--- config.mk ---
export PLATFORM = sky130hd
export DESIGN_NAME = card_detect_ctrl
export DESIGN_NICKNAME = d
export VERILOG_FILES = /design/src/rtl/cdet_pkg.sv /design/src/rtl/cdet_sync.sv /design/src/rtl/cdet_debounce.sv /design/src/rtl/card_detect_ctrl.sv
export SDC_FILE = /design/constraint.sdc
export NUM_CORES = 1
export LEC_CHECK = 0
export BUFFER_PORTS_ARGS = -buffer_cell sky130_fd_sc_hd__buf_2
export CAP_MARGIN = 25
export CORE_MARGIN = 4
export CORE_UTILIZATION = 45
export DETAILED_ROUTE_END_ITERATION = 6
export GPL_TIMING_DRIVEN = 0
export PLACE_DENSITY = 0.71
export SETUP_SLACK_MARGIN = 0.15
export SYNTH_ARGS = -nofsm -noshare
export SYNTH_HDL_FRONTEND = slang
export SYNTH_SLANG_ARGS = --single-unit
--- constraint.sdc ---
create_clock -name clk -period 3.56 [get_ports clk]
set_input_delay 0 -clock clk [delete_from_list [all_inputs] [get_ports clk]]
set_output_delay 0 -clock clk [all_outputs]
set_load 0.005 [all_outputs]
--- src/rtl/cdet_pkg.sv ---
package cdet_pkg;
  localparam int REG_W = 8;

  typedef struct packed {
    logic dbnc_en;
    logic det_en;
    logic pol_hi;
    logic pu_off;
    logic pd_on;
  } cdet_ctrl_t;

  function automatic logic [REG_W-1:0] pack_reg(cdet_ctrl_t c, logic ins);
    return {c.dbnc_en, c.det_en, 2'b00, c.pol_hi, c.pu_off, c.pd_on, ins};
  endfunction

  function automatic cdet_ctrl_t unpack_reg(logic [REG_W-1:0] d);
    cdet_ctrl_t c;
    c.dbnc_en = d[7];
    c.det_en  = d[6];
    c.pol_hi  = d[3];
    c.pu_off  = d[2];
    c.pd_on   = d[1];
    return c;
  endfunction
endpackage

--- src/rtl/cdet_sync.sv ---
module cdet_sync #(
  parameter int STAGES = 2
) (
  input  logic clk,
  input  logic rst_n,
  input  logic async_in,
  output logic sync_out
);
  logic [STAGES-1:0] chain_q;
  logic [STAGES-1:0] chain_d;

  generate
    if (STAGES == 1) begin : g_one
      always_comb chain_d = async_in;
    end else begin : g_many
      always_comb chain_d = {chain_q[STAGES-2:0], async_in};
    end
  endgenerate

  always_ff @(posedge clk or negedge rst_n) begin
    if (!rst_n) chain_q <= '0;
    else        chain_q <= chain_d;
  end

  assign sync_out = chain_q[STAGES-1];
endmodule

--- src/rtl/cdet_debounce.sv ---
module cdet_debounce #(
  parameter int TICKS = 64,
  localparam int CW   = $clog2(TICKS + 1)
) (
  input  logic          clk,
  input  logic          rst_n,
  input  logic          present,
  input  logic          dbnc_en,
  input  logic          bypass,
  input  logic          tick,
  output logic          flag,
  output logic          flag_evt,
  output logic [CW-1:0] cnt
);
  localparam logic [CW-1:0] LIMIT = CW'(TICKS);

  logic [CW-1:0] cnt_d;
  logic          flag_d;
  logic          evt_d;

  always_comb begin
    cnt_d  = cnt;
    flag_d = flag;
    if (!present) begin
      cnt_d  = '0;
      flag_d = 1'b0;
    end else if (bypass || !dbnc_en) begin
      flag_d = 1'b1;
    end else if (tick && cnt != LIMIT) begin
      cnt_d = cnt + 1'b1;
      if (cnt_d == LIMIT) flag_d = 1'b1;
    end
    evt_d = flag_d ^ flag;
  end

  always_ff @(posedge clk or negedge rst_n) begin
    if (!rst_n) begin
      cnt      <= '0;
      flag     <= 1'b0;
      flag_evt <= 1'b0;
    end else begin
      cnt      <= cnt_d;
      flag     <= flag_d;
      flag_evt <= evt_d;
    end
  end
endmodule

--- src/rtl/card_detect_ctrl.sv ---
module card_detect_ctrl #(
  parameter int DBNC_TICKS  = 64,
  parameter int SYNC_STAGES = 2,
  localparam int CW         = $clog2(DBNC_TICKS + 1)
) (
  input  logic       clk,
  input  logic       rst_n,
  input  logic       reg_wr_en,
  input  logic [7:0] reg_wr_data,
  output logic [7:0] reg_rd_data,
  input  logic       detect_pin,
  input  logic       tick_1khz,
  input  logic       pwr_down,
  output logic       card_event,
  output logic       pullup_en_n,
  output logic       pulldown_en
);
  import cdet_pkg::*;

  cdet_ctrl_t ctrl_q, ctrl_d;
  logic       pin_sync;
  logic       present;
  logic       flag;
  logic [CW-1:0] cnt;

  always_comb begin
    ctrl_d = ctrl_q;
    if (reg_wr_en) ctrl_d = unpack_reg(reg_wr_data);
  end

  always_ff @(posedge clk or negedge rst_n) begin
    if (!rst_n) ctrl_q <= '0;
    else        ctrl_q <= ctrl_d;
  end

  cdet_sync #(.STAGES(SYNC_STAGES)) u_sync (
    .clk      (clk),
    .rst_n    (rst_n),
    .async_in (detect_pin),
    .sync_out (pin_sync)
  );

  assign present = ctrl_q.det_en & ~(pin_sync ^ ctrl_q.pol_hi);

  cdet_debounce #(.TICKS(DBNC_TICKS)) u_dbnc (
    .clk      (clk),
    .rst_n    (rst_n),
    .present  (present),
    .dbnc_en  (ctrl_q.dbnc_en),
    .bypass   (pwr_down),
    .tick     (tick_1khz),
    .flag     (flag),
    .flag_evt (card_event),
    .cnt      (cnt)
  );

  assign reg_rd_data = pack_reg(ctrl_q, flag);
  assign pullup_en_n = ctrl_q.pu_off;
  assign pulldown_en = ctrl_q.pd_on;
endmodule

Yosys cells after proc, flatten, opt, wreduce, memory -nomap -nowiden
Cells that the tools add are included.
- reductions and logical operators: 4
- add/sub/neg operators: 1
- equality and inequality tests: 4
- multiplexer cells: 7
- bitwise gates (word level): 4
- operators with widths (kind ; number):
    two-way mux 7 bit ; 3
    adder 7 x 1 -> 7 bit, second input constant ; 1
    equality test 7 bit, second input constant ; 1
    != test 7 bit, second input constant ; 1
    two-way mux 1 bit ; 4
    != test 2 bit, second input constant ; 2
    AND reduction 2 bit ; 1
    XOR 1 bit ; 2
    bitwise AND 1 bit ; 1
    logical AND 1 bit ; 1
    zero test 1 bit ; 1
    logical OR 1 bit ; 1
    NOT 1 bit ; 1
- bits of input ports: 14
- register bits: 16
- output and inout bits: 11
- word-level logic and storage cells: 29

Logic depth before layout (Yosys ltp)
- depth after elaboration: 7
- mapped depth: 4
- gate-level depth less buffers: 4

Hierarchy
Synthesis repeated with hierarchy kept, for this count alone.
- cells, all modules: 76
- area, all modules: 852.1 sq um
- modules (own cells, without submodules) (module ; cells each ; instances ; sequential area each (sq um) ; area an instance (sq um)):
    cdet_debounce ; 56 ; 1 ; 225.2 ; 564.3
    card_detect_ctrl ; 18 ; 1 ; 125.1 ; 237.7
    cdet_sync ; 2 ; 1 ; 50.0 ; 50.0

Worst setup path after synthesis
Ideal clock, no wire load.
- path type: reg2reg
- from: register u_dbnc.cnt[3]
- to: register u_dbnc.cnt[2]
- buffers on the path: 0
- required time: 3435 ps
- path slack: 2206 ps
- arrival time: 1229 ps
- clock period less this slack: 1354 ps
- stages on the path, launching flop included: 4
- setup time: 125 ps
- cells stage by stage: dfrtp_1 nor4b_1 a31oi_1 a2bb2o_1
- cells in the longest elaborated chain, start to end: 4
- ends and longest elaborated chain (item ; line ; source):
    from (decl) ; cdet_debounce.sv:13 ; output logic [CW-1:0] cnt
    from (signal assigned) ; cdet_debounce.sv:42 ; cnt <= cnt_d;
    != test 7 bit ; cdet_debounce.sv:29 ; end else if (tick && cnt != LIMIT) begin
    logical AND 1 bit ; cdet_debounce.sv:29 ;
    != test 2 bit (no line) ; n/a ;
    AND reduction 2 bit (no line) ; n/a ;
No other way between the ends.
A chain may end at the register's enable or synchronous reset.

==> out/results.ini <==
[timing]
setup_ws_ps=1818
finClkSkew_ps=0.5985
rsz0062_at_grt=no
finalMaxSlewViolations=0
setup_viol=0
period_needed_ps=1742
finalCritPeriodShare_pct=48.93
fmax_mhz=574.1
finalSetupTns_ps=0
timing_hold_violations_final=0

[synthesis]
netlist_instances=79
ys_types=29
yosysWarnings=0
syn_area_per_cell_um2=10.55
synth_edf_count=0
seq_area_frac_synth_pct=48.05
synthArstFlopShare_pct=100.0
synth_largest_area_cell=dfrtp_1
netlist_area_um2=833.3
synth_area_leaders=dfrtp_1, buf_4, mux2_2
synth_ff_type=dfrtp_1
ys_ff_latch=16
synth_top_cell_area_share_pct=48.05

[die]
die_w_um=51.03
start_util_pct=47.74
die_area_um2=2604
ios=25
rows=15
die_h_um=51.03
core_area_um2=1745

[final_layout]
final_cell_mix=buf_2, dfrtp_1, dlygate4sd3_1
final_common_cell=buf_2
nets=129
fin_cells=137
num_antenna_cells=0
syn2layout_area_growth_pct=30.78
final_core_util_pct=62.44
layout-drive-gt1-share_pct=33.93

[worst_setup_path]
rrSetupSlack_ps=2000
path_class=in -> reg
critPathTopFamily=buffers and inverters
start_kind=input port
cpPeakStageDelay_ps=570
r2r-end=u_dbnc.cnt[2]$_DFFE_PN0P_
end_kind=register
critPathMaxFanout=1
cp.buffers_inverters=4
crit_chain=dlygate4sd3_1, buf_2, nand2_1, dlygate4sd3_1, o21ai_0, dlygate4sd3_1
crit_top_cell=dlygate4sd3_1
worstPathArrival_ps=1920
crit_path_end=reg_rd_data[6]$_DFFE_PN0P_
crit_path_start=reg_wr_data[6]
critPathSlowestCell=dlygate4sd3_1
r2r.worst_path.cells=3
cp.required_ps=3740
timing.rr.start=u_dbnc.cnt[3]$_DFFE_PN0P_
cp_num_cells=6

[grt]
grt_overflow=0
antenna_found_initial=0
grt_pass1_vias=680
track_usage_pct=15.94
grt_pass1_wl_mm=3.008
grt_max_degree=17

[placement]
portBuffers=19
gp_congestion=0.7699
dp.cells=124
dp_hpwl_mm=1.233
post-place-ws_ps=2030

[cts]
cts_sinks=16
clock_latency_ps=290
path_clk_slew_ps=90
cts_tree=built
postCtsSetupBuffers=0
cts_htree_levels=1
clockBufferDepth=2
cts_buffers=3
clock-root-buffer=clkbuf_4

[route]
firstDrtPassIters=4
vias_per_cell=5.182
ant_nets=0
drt_wl_total_mm=1.788
drt_iter0_drc=17
drcViolationCount=0
vias=710
wire_per_inst_um=13.05

[pwr]
p_leak_nw=0.4863
ir_drop_uv=294.2
power_density_nw_per_um2=354.0

[job]
maxCapViolations=0

[outcome]
outcome=completed

[hold_path]
min_path_type=in -> reg

[routing by layer]
metal	track usage (%)	up-vias	wire length (µm)
li1	-	351	-
met1	18.72	328	765
met2	25.97	24	892
met3	3.207	7	77
met4	10.76	0	52
met5	0	-	0
[power breakdown]
part | switching [mW] | total (mW) | internal (mW) | leakage, nW
Sequential | 0.00909 | 0.201 | 0.192 | 0.206
Combinational | 0.0282 | 0.0649 | 0.0367 | 0.259
Clock | 0.0578 | 0.120 | 0.0623 | 0.0210
Total | 0.0951 | 0.386 | 0.291 | 0.486
[worst min path at each step]
stage | startpoint | to | slack (ps) | cells past startpoint
after floorplan | rst_n | pulldown_en$_DFFE_PN0P_ | -300 | 0
after global placement | rst_n | u_dbnc.cnt[6]$_DFFE_PN0P_ | -70 | 1
after detailed placement | rst_n | u_dbnc.cnt[5]$_DFFE_PN0P_ | -70 | 1
after CTS | reg_wr_en | reg_rd_data[7]$_DFFE_PN0P_ | 40 | 2
after global routing | reg_wr_en | pulldown_en$_DFFE_PN0P_ | 40 | 2
final | reg_wr_en | pulldown_en$_DFFE_PN0P_ | 60 | 2
[synthesized netlist by cell type, types with 2 or more instances]
master	n
and3_2	2
or4_1	2
nand3_1	7
dfrtp_1	16
mux2_2	4
mux2i_1	2
buf_4	6
o31ai_1	2
o21ai_0	5
inv_1	5
nand2_1	3
or3_1	2
a21oi_1	4
ha_1	2
a211oi_1	3
[what timing repair did]
item | 4_1_cts | 5_1_grt
setup endpoints to repair | 0 | 0
gates resized for setup | 0 | 0
hold endpoints to repair | 22 | 0
hold buffers | 9 | 0
[state kept, by name, indices dropped and copies added, names as in the netlist]
name             count
pullup_en_n          1
u_dbnc.flag          1
pulldown_en          1
u_sync.chain_q       2
u_dbnc.cnt           7
u_dbnc.flag_evt      1
reg_rd_data          3
[worst register-to-register path: stages (launching register included)]
cell and delay [ps]:
dfrtp_1 450, nor4b_1 450, a31oi_1 240, a2bb2o_1 310
[stage by stage]
step | hold WS (ps) | power, mW | cell area (µm²)
global placement | -66.22 | 0.2591 | 963.4
global route | 44.01 | 0.4129 | 1090
floorplan | -295.6 | 0.2342 | 837.1
finish | 64.99 | 0.3858 | 1090
detailed placement | -70.96 | 0.2606 | 963.4
CTS | 38.69 | 0.3895 | 1090
[cell families after synthesis]
family / after synthesis / synth area share [%]
compound gates: 16 / 11.86
xor+xnor: 2 / 2.102
fa+ha+maj: 2 / 3.003
buf+inv: 11 / 7.658
flops: 16 / 48.05
mux: 6 / 7.808
other cells: 1 / 0.4500
simple gates: 25 / 19.07
[final cells by class]
class / count / area, µm²
Multi-Input combinational cell: 53 / 372.9
Clock buffer: 4 / 36.28
Fill cell: 151 / 655.6
Sequential cell: 16 / 400.4
Tap cell: 25 / 31.28
Timing Repair Buffer: 28 / 185.2
Buffer: 6 / 45.04
Inverter: 5 / 18.77
Note: power is estimated with default switching activity, not from simulation.
